[src/rtl/qdec_pkg.sv]
package qdec_pkg;
  typedef enum logic [1:0] {
    MODE_PD = 2'b00,
    MODE_X1 = 2'b01,
    MODE_X2 = 2'b10,
    MODE_X4 = 2'b11
  } qdec_mode_e;
endpackage

[src/rtl/qdec_sync.sv]
module qdec_sync #(
  parameter int STAGES = 2
) (
  input  logic clk,
  input  logic rst,
  input  logic d,
  output logic q
);
  logic [STAGES-1:0] chain;

  always_ff @(posedge clk) begin
    if (rst) chain <= '0;
    else     chain <= {chain[STAGES-2:0], d};
  end

  assign q = chain[STAGES-1];
endmodule

[src/rtl/qdec_prescaler.sv]
module qdec_prescaler #(
  parameter int DIV_W = 8
) (
  input  logic             clk,
  input  logic             rst,
  input  logic [DIV_W-1:0] load_val,
  input  logic             load,
  output logic [DIV_W-1:0] div,
  output logic             tick
);
  logic [DIV_W-1:0] phase;

  assign tick = (phase == div);

  always_ff @(posedge clk) begin
    if (rst) begin
      div   <= '0;
      phase <= '0;
    end else if (load) begin
      div   <= load_val;
      phase <= '0;
    end else begin
      phase <= tick ? '0 : phase + 1'b1;
    end
  end
endmodule

[src/rtl/qdec_filter.sv]
module qdec_filter #(
  parameter int SYNC_STAGES  = 2,
  parameter int STABLE_TICKS = 2
) (
  input  logic clk,
  input  logic rst,
  input  logic tick,
  input  logic raw,
  output logic level
);
  localparam int CW = $clog2(STABLE_TICKS + 1);

  logic          s;
  logic [CW-1:0] seen;

  qdec_sync #(.STAGES(SYNC_STAGES)) u_sync (
    .clk (clk),
    .rst (rst),
    .d   (raw),
    .q   (s)
  );

  always_ff @(posedge clk) begin
    if (rst) begin
      level <= 1'b0;
      seen  <= '0;
    end else if (tick) begin
      if (s == level) begin
        seen <= '0;
      end else if (seen == CW'(STABLE_TICKS - 1)) begin
        level <= s;
        seen  <= '0;
      end else begin
        seen <= seen + 1'b1;
      end
    end
  end
endmodule

[src/rtl/qdec_decode.sv]
module qdec_decode
  import qdec_pkg::*;
(
  input  logic       clk,
  input  logic       rst,
  input  qdec_mode_e mode,
  input  logic       fa,
  input  logic       fb,
  input  logic       err_clear,
  output logic       cnt_en,
  output logic       cnt_up,
  output logic       noise_err
);
  logic pa, pb;
  logic da, db, fwd;
  logic step, sdir, illegal;

  assign da  = fa ^ pa;
  assign db  = fb ^ pb;
  assign fwd = fa ^ pb;

  always_comb begin
    step    = 1'b0;
    sdir    = fwd;
    illegal = 1'b0;
    case (mode)
      MODE_PD: begin
        step = fa & ~pa;
        sdir = fb;
      end
      MODE_X1: begin
        step    = da & ~db & (fwd ? fa : ~fa);
        illegal = da & db;
      end
      MODE_X2: begin
        step    = da & ~db;
        illegal = da & db;
      end
      default: begin
        step    = da ^ db;
        illegal = da & db;
      end
    endcase
  end

  always_ff @(posedge clk) begin
    if (rst) begin
      pa        <= 1'b0;
      pb        <= 1'b0;
      cnt_en    <= 1'b0;
      cnt_up    <= 1'b1;
      noise_err <= 1'b0;
    end else begin
      pa     <= fa;
      pb     <= fb;
      cnt_en <= step;
      if (step) cnt_up <= sdir;
      if (illegal)        noise_err <= 1'b1;
      else if (err_clear) noise_err <= 1'b0;
    end
  end
endmodule

[src/rtl/qdec_index.sv]
module qdec_index
  import qdec_pkg::*;
#(
  parameter int         SYNC_STAGES = 2,
  parameter logic [1:0] IDX_PHASE   = 2'b00
) (
  input  logic       clk,
  input  logic       rst,
  input  logic       raw_idx,
  input  qdec_mode_e mode,
  input  logic       pol,
  input  logic       sync_req,
  input  logic       fa,
  input  logic       fb,
  output logic       active
);
  logic s_idx, hit, sync_eff, aligned;

  qdec_sync #(.STAGES(SYNC_STAGES)) u_sync (
    .clk (clk),
    .rst (rst),
    .d   (raw_idx),
    .q   (s_idx)
  );

  assign hit      = (s_idx == pol);
  assign sync_eff = sync_req && (mode != MODE_PD);
  assign aligned  = ({fa, fb} == IDX_PHASE);

  always_ff @(posedge clk) begin
    if (rst) active <= 1'b0;
    else     active <= hit && (!sync_eff || aligned);
  end
endmodule

[src/rtl/qdec_frontend.sv]
module qdec_frontend
  import qdec_pkg::*;
#(
  parameter int         DIV_W        = 8,
  parameter int         SYNC_STAGES  = 2,
  parameter int         STABLE_TICKS = 2,
  parameter logic [1:0] IDX_PHASE    = 2'b00
) (
  input  logic             clk,
  input  logic             rst,
  input  logic             in_a,
  input  logic             in_b,
  input  logic             in_idx,
  input  logic [1:0]       cfg_mode,
  input  logic             cfg_idx_pol,
  input  logic             cfg_idx_sync,
  input  logic [DIV_W-1:0] psc_value,
  input  logic             psc_load,
  input  logic             err_clear,
  output logic             cnt_en,
  output logic             cnt_up,
  output logic             idx_active,
  output logic             noise_err,
  output logic [DIV_W-1:0] psc_div
);
  localparam int NIN = 2;

  qdec_mode_e     mode;
  logic           ftick;
  logic [NIN-1:0] raw_in;
  logic [NIN-1:0] flt_in;
  logic           flt_a, flt_b;

  assign mode   = qdec_mode_e'(cfg_mode);
  assign raw_in = {in_b, in_a};
  assign flt_a  = flt_in[0];
  assign flt_b  = flt_in[1];

  qdec_prescaler #(.DIV_W(DIV_W)) u_psc (
    .clk      (clk),
    .rst      (rst),
    .load_val (psc_value),
    .load     (psc_load),
    .div      (psc_div),
    .tick     (ftick)
  );

  for (genvar i = 0; i < NIN; i++) begin : g_flt
    qdec_filter #(
      .SYNC_STAGES  (SYNC_STAGES),
      .STABLE_TICKS (STABLE_TICKS)
    ) u_flt (
      .clk   (clk),
      .rst   (rst),
      .tick  (ftick),
      .raw   (raw_in[i]),
      .level (flt_in[i])
    );
  end

  qdec_decode u_dec (
    .clk       (clk),
    .rst       (rst),
    .mode      (mode),
    .fa        (flt_a),
    .fb        (flt_b),
    .err_clear (err_clear),
    .cnt_en    (cnt_en),
    .cnt_up    (cnt_up),
    .noise_err (noise_err)
  );

  qdec_index #(
    .SYNC_STAGES (SYNC_STAGES),
    .IDX_PHASE   (IDX_PHASE)
  ) u_idx (
    .clk      (clk),
    .rst      (rst),
    .raw_idx  (in_idx),
    .mode     (mode),
    .pol      (cfg_idx_pol),
    .sync_req (cfg_idx_sync),
    .fa       (flt_a),
    .fb       (flt_b),
    .active   (idx_active)
  );
endmodule

[config.mk]
export PLATFORM = sky130hd
export DESIGN_NAME = qdec_frontend
export DESIGN_NICKNAME = d
export VERILOG_FILES = /design/src/rtl/qdec_pkg.sv /design/src/rtl/qdec_sync.sv /design/src/rtl/qdec_prescaler.sv /design/src/rtl/qdec_filter.sv /design/src/rtl/qdec_decode.sv /design/src/rtl/qdec_index.sv /design/src/rtl/qdec_frontend.sv
export SDC_FILE = /design/constraint.sdc
export NUM_CORES = 1
export LEC_CHECK = 0
export BUFFER_PORTS_ARGS = -buffer_cell sky130_fd_sc_hd__clkbuf_2
export CORE_MARGIN = 2
export CORE_UTILIZATION = 44
export CTS_BUF_LIST = sky130_fd_sc_hd__clkbuf_2 sky130_fd_sc_hd__clkbuf_4 sky130_fd_sc_hd__clkbuf_8
export CTS_CLUSTER_DIAMETER = 150
export DETAILED_ROUTE_END_ITERATION = 10
export PLACE_DENSITY = 0.66
export SLEW_MARGIN = 20
export SYNTH_ARGS = -nofsm -noshare
export SYNTH_HDL_FRONTEND = slang
export SYNTH_HIERARCHICAL = 1
export SYNTH_SLANG_ARGS = --single-unit
[constraint.sdc]
create_clock -name clk -period 2.4 [get_ports clk]
set_input_delay 0.48 -clock clk [delete_from_list [all_inputs] [get_ports clk]]
set_output_delay 0.48 -clock clk [all_outputs]
set_load 0.01 [all_outputs]
== Yosys cells after proc, flatten, opt, wreduce, memory -nomap -nowiden ==
Index checks and enable logic that the tools add are counted.
Word-level totals
  bits in registers: 34
  output and inout port bits: 12
  word-level logic and storage cells: 60
Operators by class
  add/sub/neg operators: 3
  eq/ne operators: 8
  muxes and demuxes: 10
  bitwise operators: 13
  reduce and logical (&&, ||, !) cells: 11
Operators by type and width (count)
  adder 8 x 1 -> 8 bit (second input constant): 1
  equality test 8 bit: 1
  two-way mux 2 bit: 4
  equality test 2 x 1 -> 1 bit (second input constant): 3
  AND reduction 3 bit: 2
  two-way mux 1 bit: 5
  NOT 1 bit: 5
  adder 2 x 1 -> 2 bit (second input constant): 2
  AND 1 bit: 4
  logical NOT 2 bit: 2
  nonzero test 2 bit: 2
  XOR 1 bit: 4
  equality test 1 bit: 3
  one-hot mux 1 bit (3 select lines): 1
  OR reduction 3 bit: 1
  equality test 2 bit (second input constant): 1
  logical AND 1 bit: 2
  logical NOT 1 bit: 1
  logical OR 1 bit: 1

== Longest topological paths before layout ==
Gate-level depths: netlist of run 1.
  word-level depth: 5
  gate-level depth with buffers: 7
  gate-level depth less buffers: 7

== Modules after synthesis ==
The synthesis of run 1 kept the hierarchy.
By module, submodules not included
  qdec_prescaler: instances 1, cells an instance 73, area each 747.0 µm²
  qdec_decode: instances 1, cells an instance 32, area each 302.8 µm²
  qdec_filter: instances 2, cells an instance 14, area each 141.4 µm²
  qdec_sync: instances 3, cells an instance 4, area each 52.6 µm²
  qdec_index: instances 1, cells an instance 4, area each 50.0 µm²

== Worst setup path before layout of run 1 ==
OpenSTA, ideal clock, no wires.
  kind: register to register
  start: register u_psc.div[4]
  end: register g_flt[0].u_flt.seen[0]
  library setup time: 0.075 ns
  arrival: 1.682 ns
  slack: 0.643 ns
  stages on the path, launching flop included: 6
  buffers on the path: 0
  path through: dfxtp_1 -> xor2_1 -> nor4_4 -> and2_1 -> or3b_1 -> o22ai_1
Between the ends
  word-level cells in the longest chain between the ends: 1
Ends and longest elaborated chain
  start, declared: RTL line qdec_prescaler.sv:8  | output logic [DIV_W-1:0] div,
  start signal, assigned: RTL line qdec_prescaler.sv:20  | div <= load_val;
  equality test 8 bit: RTL line qdec_prescaler.sv:13  | assign tick = (phase == div);
  net ftick: RTL line qdec_frontend.sv:29  | logic ftick;
  end signal, assigned: RTL line qdec_filter.sv:34  | seen <= seen + 1'b1;
  end, declared: RTL line qdec_filter.sv:14  | logic [CW-1:0] seen;
The timed path passes the listed nets, and every way through them passes these cells.
A chain may end at the register's enable or synchronous reset.

== Final worst setup path of run 1 ==
  start: register u_psc.div[1]
  end: register g_flt[1].u_flt.seen[0]
Between the ends
  word-level cells in the longest chain between the ends: 1
Ends and longest elaborated chain (RTL line)
  equality test 8 bit: qdec_prescaler.sv:13
  net ftick: qdec_frontend.sv:29
  end signal, assigned: qdec_filter.sv:34
  end, declared: qdec_filter.sv:14
The timed path passes the listed nets, and every way through them passes these cells.

==> flow_summary.ini, run 1 <==
[critical_path]
setup.worst_path.class = reg -> reg
crit_fanout = 9
cp-end-kind = register
timing.critical_path.from_type = register
cp.arrival_ns = 2.20
worstPathRequired_ns = 2.66

[global_route]
maximum_number_of_pins_on_one_net_before_global_route_repair = 19
sum_of_overflow_across_all_layers_after_global_routing = 0
first_global_vias = 1151
grt_pass1_wl_mm = 5.13
grt_util_all_layers_pct = 16.7
antenna_found_initial = 0

[yosys]
fraction_of_registers_with_async_set_or_reset_after_synthesis_pct = 0
synth_area_per_cell_um2 = 10.3
fraction_of_the_yosys_area_taken_by_sequential_cells_pct = 44.2
synth_top_area_share_pct = 44.2
post_synth_num_cell_types = 34
synth_cells = 149
synth.area.top_cells = sky130_fd_sc_hd__dfxtp_1 (44%), sky130_fd_sc_hd__mux2i_1 (7.1%), sky130_fd_sc_hd__xor2_1 (6.8%)
yosysWarnings = 6
synthesis.nets = 172
post_synthesis_instance_area_um2 = 1540
leading_area_contributor_after_synthesis = sky130_fd_sc_hd__dfxtp_1
yosys_register_bits = 34
synth_most_common_cell = sky130_fd_sc_hd__dfxtp_1
synth_ff_type = sky130_fd_sc_hd__dfxtp_1
synth-edff-count = 0
synth_common_cells = sky130_fd_sc_hd__dfxtp_1 (34), sky130_fd_sc_hd__xor2_1 (12), sky130_fd_sc_hd__mux2i_1 (11)

[detailed_routing]
final_wirelength_mm = 2.92
first_pass_drt_iterations = 4
antenna_violating_nets_post_route = 0
route.detailed.drc = 0
routedWlPerCell_um = 12.7
detail_route.iter0.violations = 93
routed_via_density = 5.13
dr_total_vias = 1180

[pwr]
power.switching_uw = 251
vdd_ir_drop_max_mv = 0.294
power.leakage_uw = 0.000772
p_clk_share_pct = 29.5
sequentialPowerShare_pct = 58.2
switching_share_pct = 24.5
power-per-cell-area_nw_per_um2 = 571
power_frac_comb_pct = 12.3
cell_internal_pwr_uw = 774

[run_status]
status = finished clean

[sta]
unrepaired_setup_endpoints_after_global_routing = no
final-max-slew-violation-count = 0
finalClockSkew_ns = 0.00752
hold_violations = 0
slew-limit-headroom_pct = 65.7
tightest_slew_ns = 0.511
fin_setup_tns_ns = 0
layout_worst_path_cycle_share_pct = 81.2
period_minus_slack_ns = 1.95
report.final.setup_viol = 0
maxClockFrequency_mhz = 513

[placed_design]
dp.final_hpwl_mm = 2.20
numPortBuffers = 30
place_congestion = 0.736

[finish]
fillerInstances = 315
final_nets = 207
syn2layout_area_growth_pct = 16.7
n_antenna_cell = 0
drive_gt1_share_pct = 25.0
final_core_util_pct = 53.9

[job]
cap_violations = 0

[clocking]
clock_sink_count = 34
clock_tree_from_tritoncts = done
cts.reportedPaths.clkPinSlew_ns = 0.09
cts_htree_levels = 2
buffer_type_at_the_clock_tree_root = sky130_fd_sc_hd__clkbuf_4
clockBufferDepth = 2
clkLatencyLatePin_ns = 0.32
post_cts.resized_instances = 0
post-cts-setup-buffer-count = 0
holdBufCountCts = 0
total_cts_buffers = 5

[die]
floorplan.die_area_um2 = 3990
fp-row-count = 21
initial_utilization_pct = 46.2
placeable_area_um2 = 3340
die_w_um = 63.2
die-height_um = 63.2
pin_count = 31

[worst_hold_path]
worst_hold_path_type = in -> reg
power by group through the flow:
stage	Sequential, µW	Combinational (µW)	Clock (µW)
3_3_place_gp	609	123	0
6_report	597	126	303
5_1_grt	599	138	345
2_1_floorplan	612	73.4	0
3_5_place_dp	610	127	0
4_1_cts	597	127	319
through the flow:
stage	std cells	area [µm²]	setup WS [ns]	hold WS, ns	power (µW)
finish	230	1800	0.452	0.364	1030
CTS	230	1800	0.436	0.344	1040
global route	230	1800	0.271	0.331	1080
global placement	223	1750	0.570	0.426	731
floorplan	149	1540	0.643	0.414	685
detailed placement	223	1750	0.465	0.432	737
logic make-up after synthesis:
logic type	after synthesis	synth area share (%)
flops	34	44.2
fa+ha+maj	4	3.25
buf+inv	13	3.33
mux	12	8.61
compound gates	21	10.6
simple gates	49	21.0
xor+xnor	16	9.10
worst paths after layout:
path	to	depth (start not counted)	startpoint	slack, ns
worst min-delay path	g_flt[0].u_flt/u_sync/chain[0]	2	in_a	0.36
worst max-delay path	g_flt[1].u_flt/seen[0]	5	u_psc/div[1]	0.45
worst min register to register	u_idx/u_sync/chain[1]	1	u_idx/u_sync/chain[0]	0.45
worst max register to register	g_flt[1].u_flt/seen[0]	5	u_psc/div[1]	0.45
cell usage in the layout, fill, tap and decap left out, drive strengths merged, types with 2 or more instances in the layout:
cell	Yosys	final
a221oi	3	3
or3b	4	4
ha	4	4
nand3	3	3
a211oi	5	5
nor2	10	10
nand3b	2	2
inv	9	9
o32ai	2	2
nand2b	9	9
o21ai	4	4
clkbuf	2	37
buf	2	2
o2111ai	2	2
xor2	12	12
o22ai	2	2
dfxtp	34	34
nor4	2	2
mux2i	11	11
or3	3	3
xnor2	4	4
nor2b	8	8
nand2	3	3
critical path, stage by stage (launching register included):
cell and delay, ns:
sky130_fd_sc_hd__dfxtp_1 0.34, sky130_fd_sc_hd__xor2_1 0.19, sky130_fd_sc_hd__nor4_4 0.53, sky130_fd_sc_hd__and2_1 0.32, sky130_fd_sc_hd__or3b_1 0.37, sky130_fd_sc_hd__o22ai_1 0.12
routing by layer:
metal | part of all wire [%] | vias up | GRT usage, %
li1 | - | 592 | -
met1 | 45 | 548 | 20.0
met2 | 48 | 34 | 25.8
met3 | 5.0 | 6 | 6.61
met4 | 2.2 | 0 | 8.61
met5 | 0 | - | 0
layout make-up:
cell class              count  area [µm²]  area share (%)
clock buffers               7        52.6            2.92
inverters                   9        33.8            1.88
multi-input cells         102         808            45.0
flip-flops and latches     34         681            37.9
well taps                  46        57.6            3.20
repair buffers             32         165            9.19
state kept, by name (all words and copies together), names as in the netlist, 2 cells and up:
name	count
u_psc/div	8
u_psc/phase	8
g_flt.u_flt/seen	4
g_flt.u_flt/u_sync/chain	4
g_flt.u_flt/level	2
u_idx/u_sync/chain	2
No activity file was read; power rests on OpenSTA's default activity.
==> run 2: changes to the inputs <==
- clock period: 2.4 -> 1.9 ns (I/O delays scaled with it)
==> flow_summary.ini, run 2 (synthesized netlist as in run 1, its figures left out) <==
[sta]
final-max-slew-violation-count = 0
layout_worst_path_cycle_share_pct = 92.0
slew-limit-headroom_pct = 78.1
unrepaired_setup_endpoints_after_global_routing = no
report.final.setup_viol = 0
period_minus_slack_ns = 1.75
hold_slack_ns = 0.265
tightest_slew_ns = 0.329
finalClockSkew_ns = 0.0131
maxClockFrequency_mhz = 572
fin_setup_tns_ns = 0
hold_violations = 0

[global_route]
first_global_vias = 1159
grt_pass1_wl_mm = 4.99
grt_util_all_layers_pct = 15.8
maximum_number_of_pins_on_one_net_before_global_route_repair = 20
gr-max-usage-layer = met2
grt_use_met3_pct = 4.82
grtUsageMet1_pct = 19.3
sum_of_overflow_across_all_layers_after_global_routing = 0
antenna_found_initial = 0
use_met2_pct = 26.1

[pwr]
power-per-cell-area_nw_per_um2 = 730
vdd_ir_drop_max_mv = 0.512
power.leakage_uw = 0.000798
power_uw = 1340

[placed_design]
numPortBuffers = 30
place_congestion = 0.729
dp.final_hpwl_mm = 2.07
place.detailed.instances = 227

[clocking]
clock_tree_from_tritoncts = done
total_cts_buffers = 5
clockBufferDepth = 2
buffer_type_at_the_clock_tree_root = sky130_fd_sc_hd__clkbuf_4
holdBufCountCts = 0
post_cts.resized_instances = 0
post-cts-setup-buffer-count = 0
cts_htree_levels = 2
clock_sink_count = 34
clkLatencyLatePin_ns = 0.32
cts.reportedPaths.clkPinSlew_ns = 0.10

[finish]
multiInputGateArea_um2 = 808
final_nets = 211
final_cell_mix = sky130_fd_sc_hd__dfxtp_1 (34), sky130_fd_sc_hd__clkbuf_2 (30), sky130_fd_sc_hd__xor2_1 (12), sky130_fd_sc_hd__mux2i_1 (11), sky130_fd_sc_hd__nor2_1 (10)
drive_gt1_share_pct = 27.0
seqCellArea_um2 = 681
reg_top3 = u_psc/div (8), u_psc/phase (8)
syn2layout_area_growth_pct = 19.4
final_cell_count_no_fill = 235
layout.cells.most_common = sky130_fd_sc_hd__dfxtp_1
n_antenna_cell = 0
fillerInstances = 311

[critical_path]
cp-end-kind = register
setup.worst_path.class = reg -> reg
timing.critical_path.from_type = register
crit_fanout = 2
critPathMaxStageDelay_ns = 0.50
critical-path-slowest-cell = sky130_fd_sc_hd__mux4_2
worstPathRequired_ns = 2.14
worstPathCellList = inv_1 > ha_1 > inv_1 > ha_1 > mux4_2 > o2111ai_2
cp.arrival_ns = 1.99

[die]
pin_count = 31
floorplan.die_area_um2 = 3990
die-height_um = 63.2
fp-row-count = 21
die_w_um = 63.2
initial_utilization_pct = 46.2
placeable_area_um2 = 3340

[detailed_routing]
detail_route.iter0.violations = 39
routed_via_density = 5.12
antenna_violating_nets_post_route = 0
final_wirelength_mm = 2.73
dr_total_vias = 1203
first_pass_drt_iterations = 4
routedWlPerCell_um = 11.6
route.detailed.drc = 0

[job]
cap_violations = 0

[run_status]
status = finished clean

[worst_hold_path]
worst_hold_path_type = in -> reg
## run 2: routing by layer
layer,routed length [µm],up-vias
met5,0,-
met1,1310,568
met2,1280,27
met3,126,2
li1,-,606
met4,19,0
## run 2: report_power, final
part	internal, µW	switching (µW)	total, µW
sequential	735	18.4	754
combinational	84.0	84.7	169
clock	194	226	420
total	1010	329	1340
## run 2: area by class of cell
class / count / share of cell area (%)
Multi-Input combinational cell: 102 / 43.9
Sequential cell: 34 / 37.0
Timing Repair Buffer: 36 / 10.6
Clock buffer: 7 / 3.20
Tap cell: 46 / 3.13
Inverter: 9 / 1.84
Clock inverter: 1 / 0.272
## run 2: metrics by stage
stage	utilization (%)	area, µm²	worst slack, ns
finish	55.1	1840	0.152
global route	55.1	1840	0.0715
CTS	55.1	1840	0.141
detailed placement	53.2	1780	0.185
global placement	53.2	1780	0.238
floorplan	-	1540	0.143
## run 2: final timing paths
kind	to	from	slack, ns	depth (start not counted)
setup / recovery	u_dec/cnt_up	u_dec/pa	0.15	6
hold / removal	u_idx/u_sync/chain[0]	in_idx	0.27	2
setup reg to reg	u_dec/cnt_up	u_dec/pa	0.15	6
hold reg to reg	g_flt[0].u_flt/u_sync/chain[1]	g_flt[0].u_flt/u_sync/chain[0]	0.45	1
## run 2: critical path, delay by kind of cell (launching register included)
family          cells  cell delay (ns)
flops               1             0.32
buf+inv             2             0.09
mux                 1             0.50
compound gates      1             0.20
fa+ha+maj           2             0.55
==> run 3: changes to the inputs <==
- CORE_UTILIZATION: 44 -> 40
- PLACE_DENSITY: 0.66 -> unset
==> flow_summary.ini, run 3 (synthesized netlist as in run 1, its figures left out) <==
[finish]
stdcell_area_um2 = 1870
final_cell_mix = sky130_fd_sc_hd__dfxtp_1 (34), sky130_fd_sc_hd__clkbuf_2 (30), sky130_fd_sc_hd__xor2_1 (12), sky130_fd_sc_hd__mux2i_1 (11), sky130_fd_sc_hd__nor2_1 (10)
drive_gt1_share_pct = 26.2
fillerInstances = 365
syn2layout_area_growth_pct = 21.6
n_antenna_cell = 0
layout.cells.most_common = sky130_fd_sc_hd__dfxtp_1
reg_top3 = u_psc/div (8), u_psc/phase (8)
final_nets = 209

[sta]
slew-limit-headroom_pct = 72.6
fin_ws_ns = 0.186
period_minus_slack_ns = 1.71
hold_violations = 0
fin_setup_tns_ns = 0
unrepaired_setup_endpoints_after_global_routing = no
layout_worst_path_cycle_share_pct = 90.2
final-max-slew-violation-count = 0
tightest_slew_ns = 0.410
finalClockSkew_ns = 0.00182
report.final.setup_viol = 0
maxClockFrequency_mhz = 583
hold_slack_ns = 0.309

[detailed_routing]
antenna_violating_nets_post_route = 0
first_pass_drt_iterations = 4
final_wirelength_mm = 2.92
routed_via_density = 4.97
detail_route.iter0.violations = 47
dr_total_vias = 1168
routedWlPerCell_um = 12.4
route.detailed.drc = 0

[pwr]
power-per-cell-area_nw_per_um2 = 819
vdd_ir_drop_max_mv = 0.555
power.leakage_uw = 0.000807

[global_route]
first_global_vias = 1096
sum_of_overflow_across_all_layers_after_global_routing = 0
grt_util_all_layers_pct = 15.4
antenna_found_initial = 0
grt_pass1_wl_mm = 5.02
maximum_number_of_pins_on_one_net_before_global_route_repair = 24

[placed_design]
dp.final_hpwl_mm = 2.20
placement.cell_area_um2 = 1760
numPortBuffers = 30
place_ws_ns = 0.195
place_congestion = 0.785

[die]
initial_utilization_pct = 41.8
placeable_area_um2 = 3690
die_w_um = 66.1
die-height_um = 66.1
floorplan.die_area_um2 = 4360
fp-row-count = 22
pin_count = 31

[critical_path]
critical-path-top-delay-family = adder cells
critPathMaxStageDelay_ns = 0.50
setup.reg_to_reg.worst_slack_ns = 0.19
crit_fanout = 2
worstPathCellList = inv_1 > ha_1 > inv_1 > ha_1 > mux4_2 > o2111ai_2
timing.critical_path.from_type = register
cp-end-kind = register
critPathBufInv = 2
worstPathRequired_ns = 2.10
setup.worst_path.class = reg -> reg
cp.arrival_ns = 1.92
critical-path-slowest-cell = sky130_fd_sc_hd__mux4_2

[job]
cap_violations = 0

[worst_hold_path]
worst_hold_path_type = in -> reg

[clocking]
clock_tree_from_tritoncts = done
holdBufCountCts = 0
clockBufferDepth = 2
total_cts_buffers = 5
cts_htree_levels = 2
clock_sink_count = 34
buffer_type_at_the_clock_tree_root = sky130_fd_sc_hd__clkbuf_8
cts.reportedPaths.clkPinSlew_ns = 0.07
post-cts-setup-buffer-count = 0
post_cts.resized_instances = 0
clkLatencyLatePin_ns = 0.28

[run_status]
status = finished clean
[run 3: cell count changes in the layout (fill, tap and decap cells not counted)]
| cell | change |
|---|---|
| sky130_fd_sc_hd__clkbuf_4 | -6 |
| sky130_fd_sc_hd__clkbuf_8 | +7 |
| sky130_fd_sc_hd__clkinv_2 | -1 |
| sky130_fd_sc_hd__buf_4 | -2 |
[run 3: layout make-up]
type                    instances  area, µm²  area share, %
clock buffers                   8        110           5.88
inverters                       9       33.8           1.80
multi-input cells             102        808           43.2
flip-flops and latches         34        681           36.3
well taps                      48       60.1           3.21
repair buffers                 34        180           9.62
[run 3: layer usage]
metal	vias up	GRT usage, %	routed length [µm]
li1	597	-	-
met1	549	19.3	1420
met2	20	24.4	1360
met3	2	4.09	110
met4	0	7.65	29
met5	-	0	0
[run 3: path summary, 6_finish.rpt]
kind	start	end	cells past startpoint
worst min-delay path	in_a	g_flt[0].u_flt/u_sync/chain[0]	2
worst min register to register	g_flt[1].u_flt/u_sync/chain[0]	g_flt[1].u_flt/u_sync/chain[1]	1
worst max-delay path	u_dec/pa	u_dec/cnt_up	6
worst max register to register	u_dec/pa	u_dec/cnt_up	6
[run 3: report_power, final]
part | switching, µW | total, µW | internal, µW
combinational | 86.0 | 165 | 79.1
sequential | 18.2 | 754 | 736
clock | 249 | 615 | 366
[run 3: metrics by stage]
step	utilization, %	std cells	total power [µW]
6_report	50.8	235	1530
3_3_place_gp	47.8	227	929
2_1_floorplan	-	149	865
5_1_grt	50.8	235	1610
3_5_place_dp	47.8	227	937
4_1_cts	50.8	235	1550
